File: config.mk
export PLATFORM = sky130hd
export DESIGN_NAME = ovh_ser_rx
export DESIGN_NICKNAME = d
export VERILOG_FILES = /design/src/rtl/ovh_ser_rx.sv
export SDC_FILE = /design/constraint.sdc
export NUM_CORES = 1
export LEC_CHECK = 0
export BUFFER_PORTS_ARGS = -buffer_cell sky130_fd_sc_hd__buf_2
export CORE_UTILIZATION = 62
export DETAILED_ROUTE_END_ITERATION = 10
export HOLD_SLACK_MARGIN = 0.02
export PLACE_DENSITY_LB_ADDON = 0.08
export RECOVER_POWER = 50
export SYNTH_ARGS = -nofsm -noshare
export SYNTH_HDL_FRONTEND = slang
export SYNTH_SLANG_ARGS = --single-unit
export TNS_END_PERCENT = 50
File: constraint.sdc
create_clock -name port_clk -period 4.3 [get_ports port_clk]
set_input_delay 0 -clock port_clk [delete_from_list [all_inputs] [get_ports port_clk]]
set_output_delay 0 -clock port_clk [all_outputs]
set_load 0.005 [all_outputs]
File: src/rtl/ovh_ser_rx.sv
module ovh_ser_rx #(
  parameter int PAY_W = 8,
  parameter int GAP_MIN = 8,
  parameter int TYPE_LEN [8] = '{4, 3, 1, 8, 0, 2, 0, 0}
) (
  input  logic               port_clk,
  input  logic               rst_n,
  input  logic               ser_d,
  input  logic               ser_vld,
  input  logic               frame_start,
  input  logic               evt_clr,
  input  logic               irq_mask,
  output logic [8*PAY_W-1:0] hold_q,
  output logic               fail_evt,
  output logic               irq
);
  localparam int NT = 8;
  localparam int CW = $clog2(PAY_W + 4);
  localparam int GW = $clog2(GAP_MIN + 1);

  typedef enum logic [1:0] {S_IDLE, S_RX, S_DROP} st_t;

  st_t             st;
  logic            vprev, post_rst;
  logic [GW-1:0]   idle;
  logic [CW-1:0]   cnt;
  logic [2:0]      typ;
  logic [PAY_W-1:0] sh;
  logic [NT*PAY_W-1:0] pend;
  logic [NT-1:0]   pflag;

  logic [31:0] len;
  logic hdr_done, undef, full, rise, fall, gap_ok, fail, acc;

  always_comb begin
    len      = 32'(TYPE_LEN[typ]);
    hdr_done = 32'(cnt) >= 3;
    undef    = hdr_done && (len == 0);
    full     = 32'(cnt) == 3 + len;
  end

  assign rise   = ser_vld & ~vprev;
  assign fall   = ~ser_vld & vprev;
  assign gap_ok = 32'(idle) >= GAP_MIN;


  assign fail = (rise && !gap_ok && !post_rst) ||
                (st == S_RX && ser_vld && vprev && (undef || full)) ||
                (st == S_RX && fall && undef);

  assign acc  = (st == S_RX) && fall && !undef && full && !fail_evt;

  assign irq = fail_evt & ~irq_mask;

  // all state on the falling edge of the port clock
  always_ff @(negedge port_clk or negedge rst_n) begin
    if (!rst_n) begin
      st       <= S_IDLE;
      vprev    <= 1'b0;
      post_rst <= 1'b1;
      idle     <= '0;
      cnt      <= '0;
      typ      <= '0;
      sh       <= '0;
      fail_evt <= 1'b0;
    end else begin
      vprev <= ser_vld;
      if (ser_vld)      idle <= '0;
      else if (!gap_ok) idle <= idle + 1'b1;
      if (gap_ok) post_rst <= 1'b0;
      fail_evt <= fail | (fail_evt & ~evt_clr);
      unique case (st)
        S_IDLE: if (rise) begin
          if (gap_ok) begin
            st  <= S_RX;
            cnt <= CW'(1);
            typ <= {2'b00, ser_d};
            sh  <= '0;
          end else begin
            st <= S_DROP;
          end
        end
        S_RX: if (!ser_vld) begin
          st <= S_IDLE;
        end else if (fail) begin
          st <= S_DROP;
        end else if (!hdr_done) begin
          typ <= {typ[1:0], ser_d};
          cnt <= cnt + 1'b1;
        end else begin
          sh  <= {sh[PAY_W-2:0], ser_d};
          cnt <= cnt + 1'b1;
        end
        S_DROP: if (!ser_vld) st <= S_IDLE;
        default: st <= S_IDLE;
      endcase
    end
  end

  // per-type pending and hold registers
  for (genvar t = 0; t < NT; t++) begin : g_slot
    logic hit;
    assign hit = acc && (typ == 3'(t));
    always_ff @(negedge port_clk or negedge rst_n) begin
      if (!rst_n) begin
        pflag[t]                 <= 1'b0;
        pend[t*PAY_W +: PAY_W]   <= '0;
        hold_q[t*PAY_W +: PAY_W] <= '0;
      end else begin
        pflag[t] <= hit | (pflag[t] & ~frame_start);
        if (hit) pend[t*PAY_W +: PAY_W] <= sh;
        if (frame_start && pflag[t]) hold_q[t*PAY_W +: PAY_W] <= pend[t*PAY_W +: PAY_W];
      end
    end
  end
endmodule


==> impl_results.md <==
- Worst setup margin: 0.6700 ns
- Final wirelength: 12150 um
- DRT antenna net count: 0
- Pwr dens: 403.2 mW/mm2
- Async SR Flop Fraction: 100.0%
- Leading post-synthesis cells by cell area: dfrtn_1, mux2_2, mux2_4
- GR Overflow Total: 0
- Nets@finish: 527
- Synthesized Nets: 448
- Setup crit end kind: flop
- Worst Path Max Fanout: 11
- Yosys top cell area share: 60.84%
- CTS clock-pin slew for the worst setup and hold paths: 0.04 ns
- Layout Skew: 0.04765 ns
- Clock tree buffer depth: 2
- Largest stage delay on the critical path: 0.41 ns
- Register area share after synthesis: 61.24%
- Synth cell types: 49
- Design area: 0.007468 mm2
- Core area: 0.01028 mm2
- Diodes inserted: 0
- Critical Path Source: ser_vld
- Number of post-CTS setup repair buffers: 0
- Worst hold path type: in2out
- Pleak: 4.001 nW
- Fillcell total: 699
- Yosys warning count: 0
- Slowest-stage cell, CP: clkbuf_1
- Register bit total from synthesis: 160
- Worst-path cell chain: clkbuf_1 > nand3b_1 > o21ai_0 > a21oi_1 > o211ai_1 > mux2_2
- # resized after CTS: 0
- Leading area contributor after synthesis: dfrtn_1
- CP delay by family, top: compound AO/OA/AOI/OAI gates
- Rows: 37
- Sink Count: 160
- EDFF count, synth: 0
- Mux cell area share after synthesis: 23.28%
- Worst Setup Path Type: in2reg
- DIE AREA: 0.01096 mm2
- Reg2reg end: pend[5]
- Post-synthesis simple-gate area fraction: 7.098%
- Outcome: finished, violations left
- Syn Std Cell Area: 0.006540 mm2
- Post-Route Setup TNS: 0 ns
- Syn avg cell area: 15.07 um2
- Vias/cell: 5.712
- Data required, critical path: 2.44 ns
- CTS tree: built
- Compound-Gate Fraction of Synth Area: 3.845%
- Clk_lat worst skew: 0.49 ns
- Root buffer cell: clkbuf_8
- Starting Density: 63.64%
- Synth-to-layout area growth: 14.20%
- Max Cap Viol: 1
- IO Pins: 73
- Commonest cells post-synth: dfrtn_1, mux2_2, inv_1
- Synth Area in Adders: 1.339%
- R2r setup slk: 1.22 ns
- Slew Limit Fails: 65
- Area post-placement: 0.007027 mm2
- Hold path endpoint: irq
- CP Launch Type: input pin
- Failing checks: max-capacitance violations, max-slew violations
- Layout cells sized above 1: 45.42%
- Die Wd: 104.7 um
- Gpl congestion: 0.9346
- Final Hold Fails: 0
- Main synth FF type: dfrtn_1
- Xor and xnor area share after synthesis: 0.6696%
- Largest net degree at the start of global routing: 67
- Cell with the most instances after synthesis: dfrtn_1
- DR WL/cell: 18.41 um
- DIE HEIGHT: 104.7 um
- Vias after detailed routing: 3770
- Drc violations: 0
- Worst Tran Pin Value: 1.685 ns
- WP buf/inv: 1
- Slew margin rel.: -12.34%
- Largest family of logic cells by synthesized area: multiplexers
- GR Util All Layers: 24.53%
- First-pass GRT wire length: 20150 um
- Path depth of the worst reg2reg path: 8
- VDD IR max: 206.2 uV
- Pre-CTS WS: 0.5635 ns
- Worst Hold Launch: irq_mask
- Drt first pass iters: 7
- Initial drt markers: 153
- Hold Buf Count CTS: 0
- Placed wire-length estimate: 7960 um
- Cts bufs inserted: 17
- Worst path arrival time: 1.77 ns
- Worst hold path stage count: 3
- H-tree Lvls: 4
- RSZ-0062 raised after global routing: false
- Worst R2R Start: typ[0]
- Vias in the first global route: 3840
- Final Setup Violations: 0
- Cell count after synthesis: 434
- Antenna violations before repair: 0
- Buffers on Ports: 72
sequential cells by signal, summed over array words and instances (netlist names):
| name | count |
|---|---|
| pflag | 8 |
| sh | 8 |
| vprev | 1 |
| fail_evt | 1 |
| idle | 4 |
| post_rst | 1 |
| typ | 3 |
| hold_q | 64 |
| st | 2 |
| pend | 64 |
| cnt | 4 |
worst max-delay path by stage:
| stage | endpoint | cells after the start |
|---|---|---|
| finish | typ[0] | 6 |
| global route | typ[0] | 6 |
| CTS | irq | 3 |
| detailed placement | typ[0] | 6 |
| global placement | typ[0] | 6 |
| floorplan | pend[16] | 5 |
metrics by stage:
stage / cells / util, % / hold WS, ns / power, mW
global route: 660 / 72.67 / 0.2289 / 3.119
detailed placement: 630 / 68.37 / 0.2172 / 1.668
finish: 660 / 72.67 / 0.2138 / 3.011
CTS: 660 / 73.61 / 0.2172 / 3.050
global placement: 630 / 68.37 / 0.2133 / 1.664
floorplan: 434 / - / 0.02691 / 1.622
worst min-delay path, cell delays in order:
cell    delay (ns)
buf_2         0.08
nor2_1        0.03
buf_2         0.11
placed cells by master (no fill, tap or decap), drive strengths merged, types with 2 or more instances in the layout:
master and n:
nand2 12, o21ai 10, o211ai 2, inv 17
nor2 10, nor3 4, ha 7, nand4b 2
a32o 2, clkinvlp 4, bufinv 2, a21oi 4
nand3 5, clkinv 4, a21o 3, mux2 129
dfrtn 159, nand4 2, nand3b 2, and3 6
nand2b 5, a22o 9, clkbuf 22, or3 2
xor2 4, nor2b 6, mux2i 4, buf 73
where the power goes:
| part | total [mW] | switching [mW] | internal (mW) |
|---|---|---|---|
| combinational | 0.0950 | 0.0643 | 0.0307 |
| clock | 1.38 | 0.564 | 0.815 |
| sequential | 1.54 | 0.0130 | 1.52 |
| total | 3.01 | 0.641 | 2.37 |
cell families (layout without fill, tap and decap cells):
group | Yosys count | after routing
flip-flops | 160 | 160
multiplexers | 133 | 133
AND/OR/NAND/NOR | 62 | 62
AO/OA/AOI/OAI | 35 | 35
buffers and inverters | 32 | 122
adder cells (fa/ha/maj) | 7 | 7
XOR/XNOR | 5 | 5
routing by layer:
layer  GRT usage (%)  share of wire, %
met5               0                 0
met4           10.06               2.2
met3           6.737               4.5
met2           38.36                49
met1           32.70                44
layout make-up:
type	instances	area [um2]	area share [%]
repair buffers	76	412.9	5.529
clock inverters	12	120.1	1.608
inverters	15	56.30	0.7539
clock buffers	19	421.7	5.646
flip-flops and latches	160	4005	53.63
multi-input cells	242	2282	30.56
well taps	136	170.2	2.278
Power figures use the tool's default switching activity.
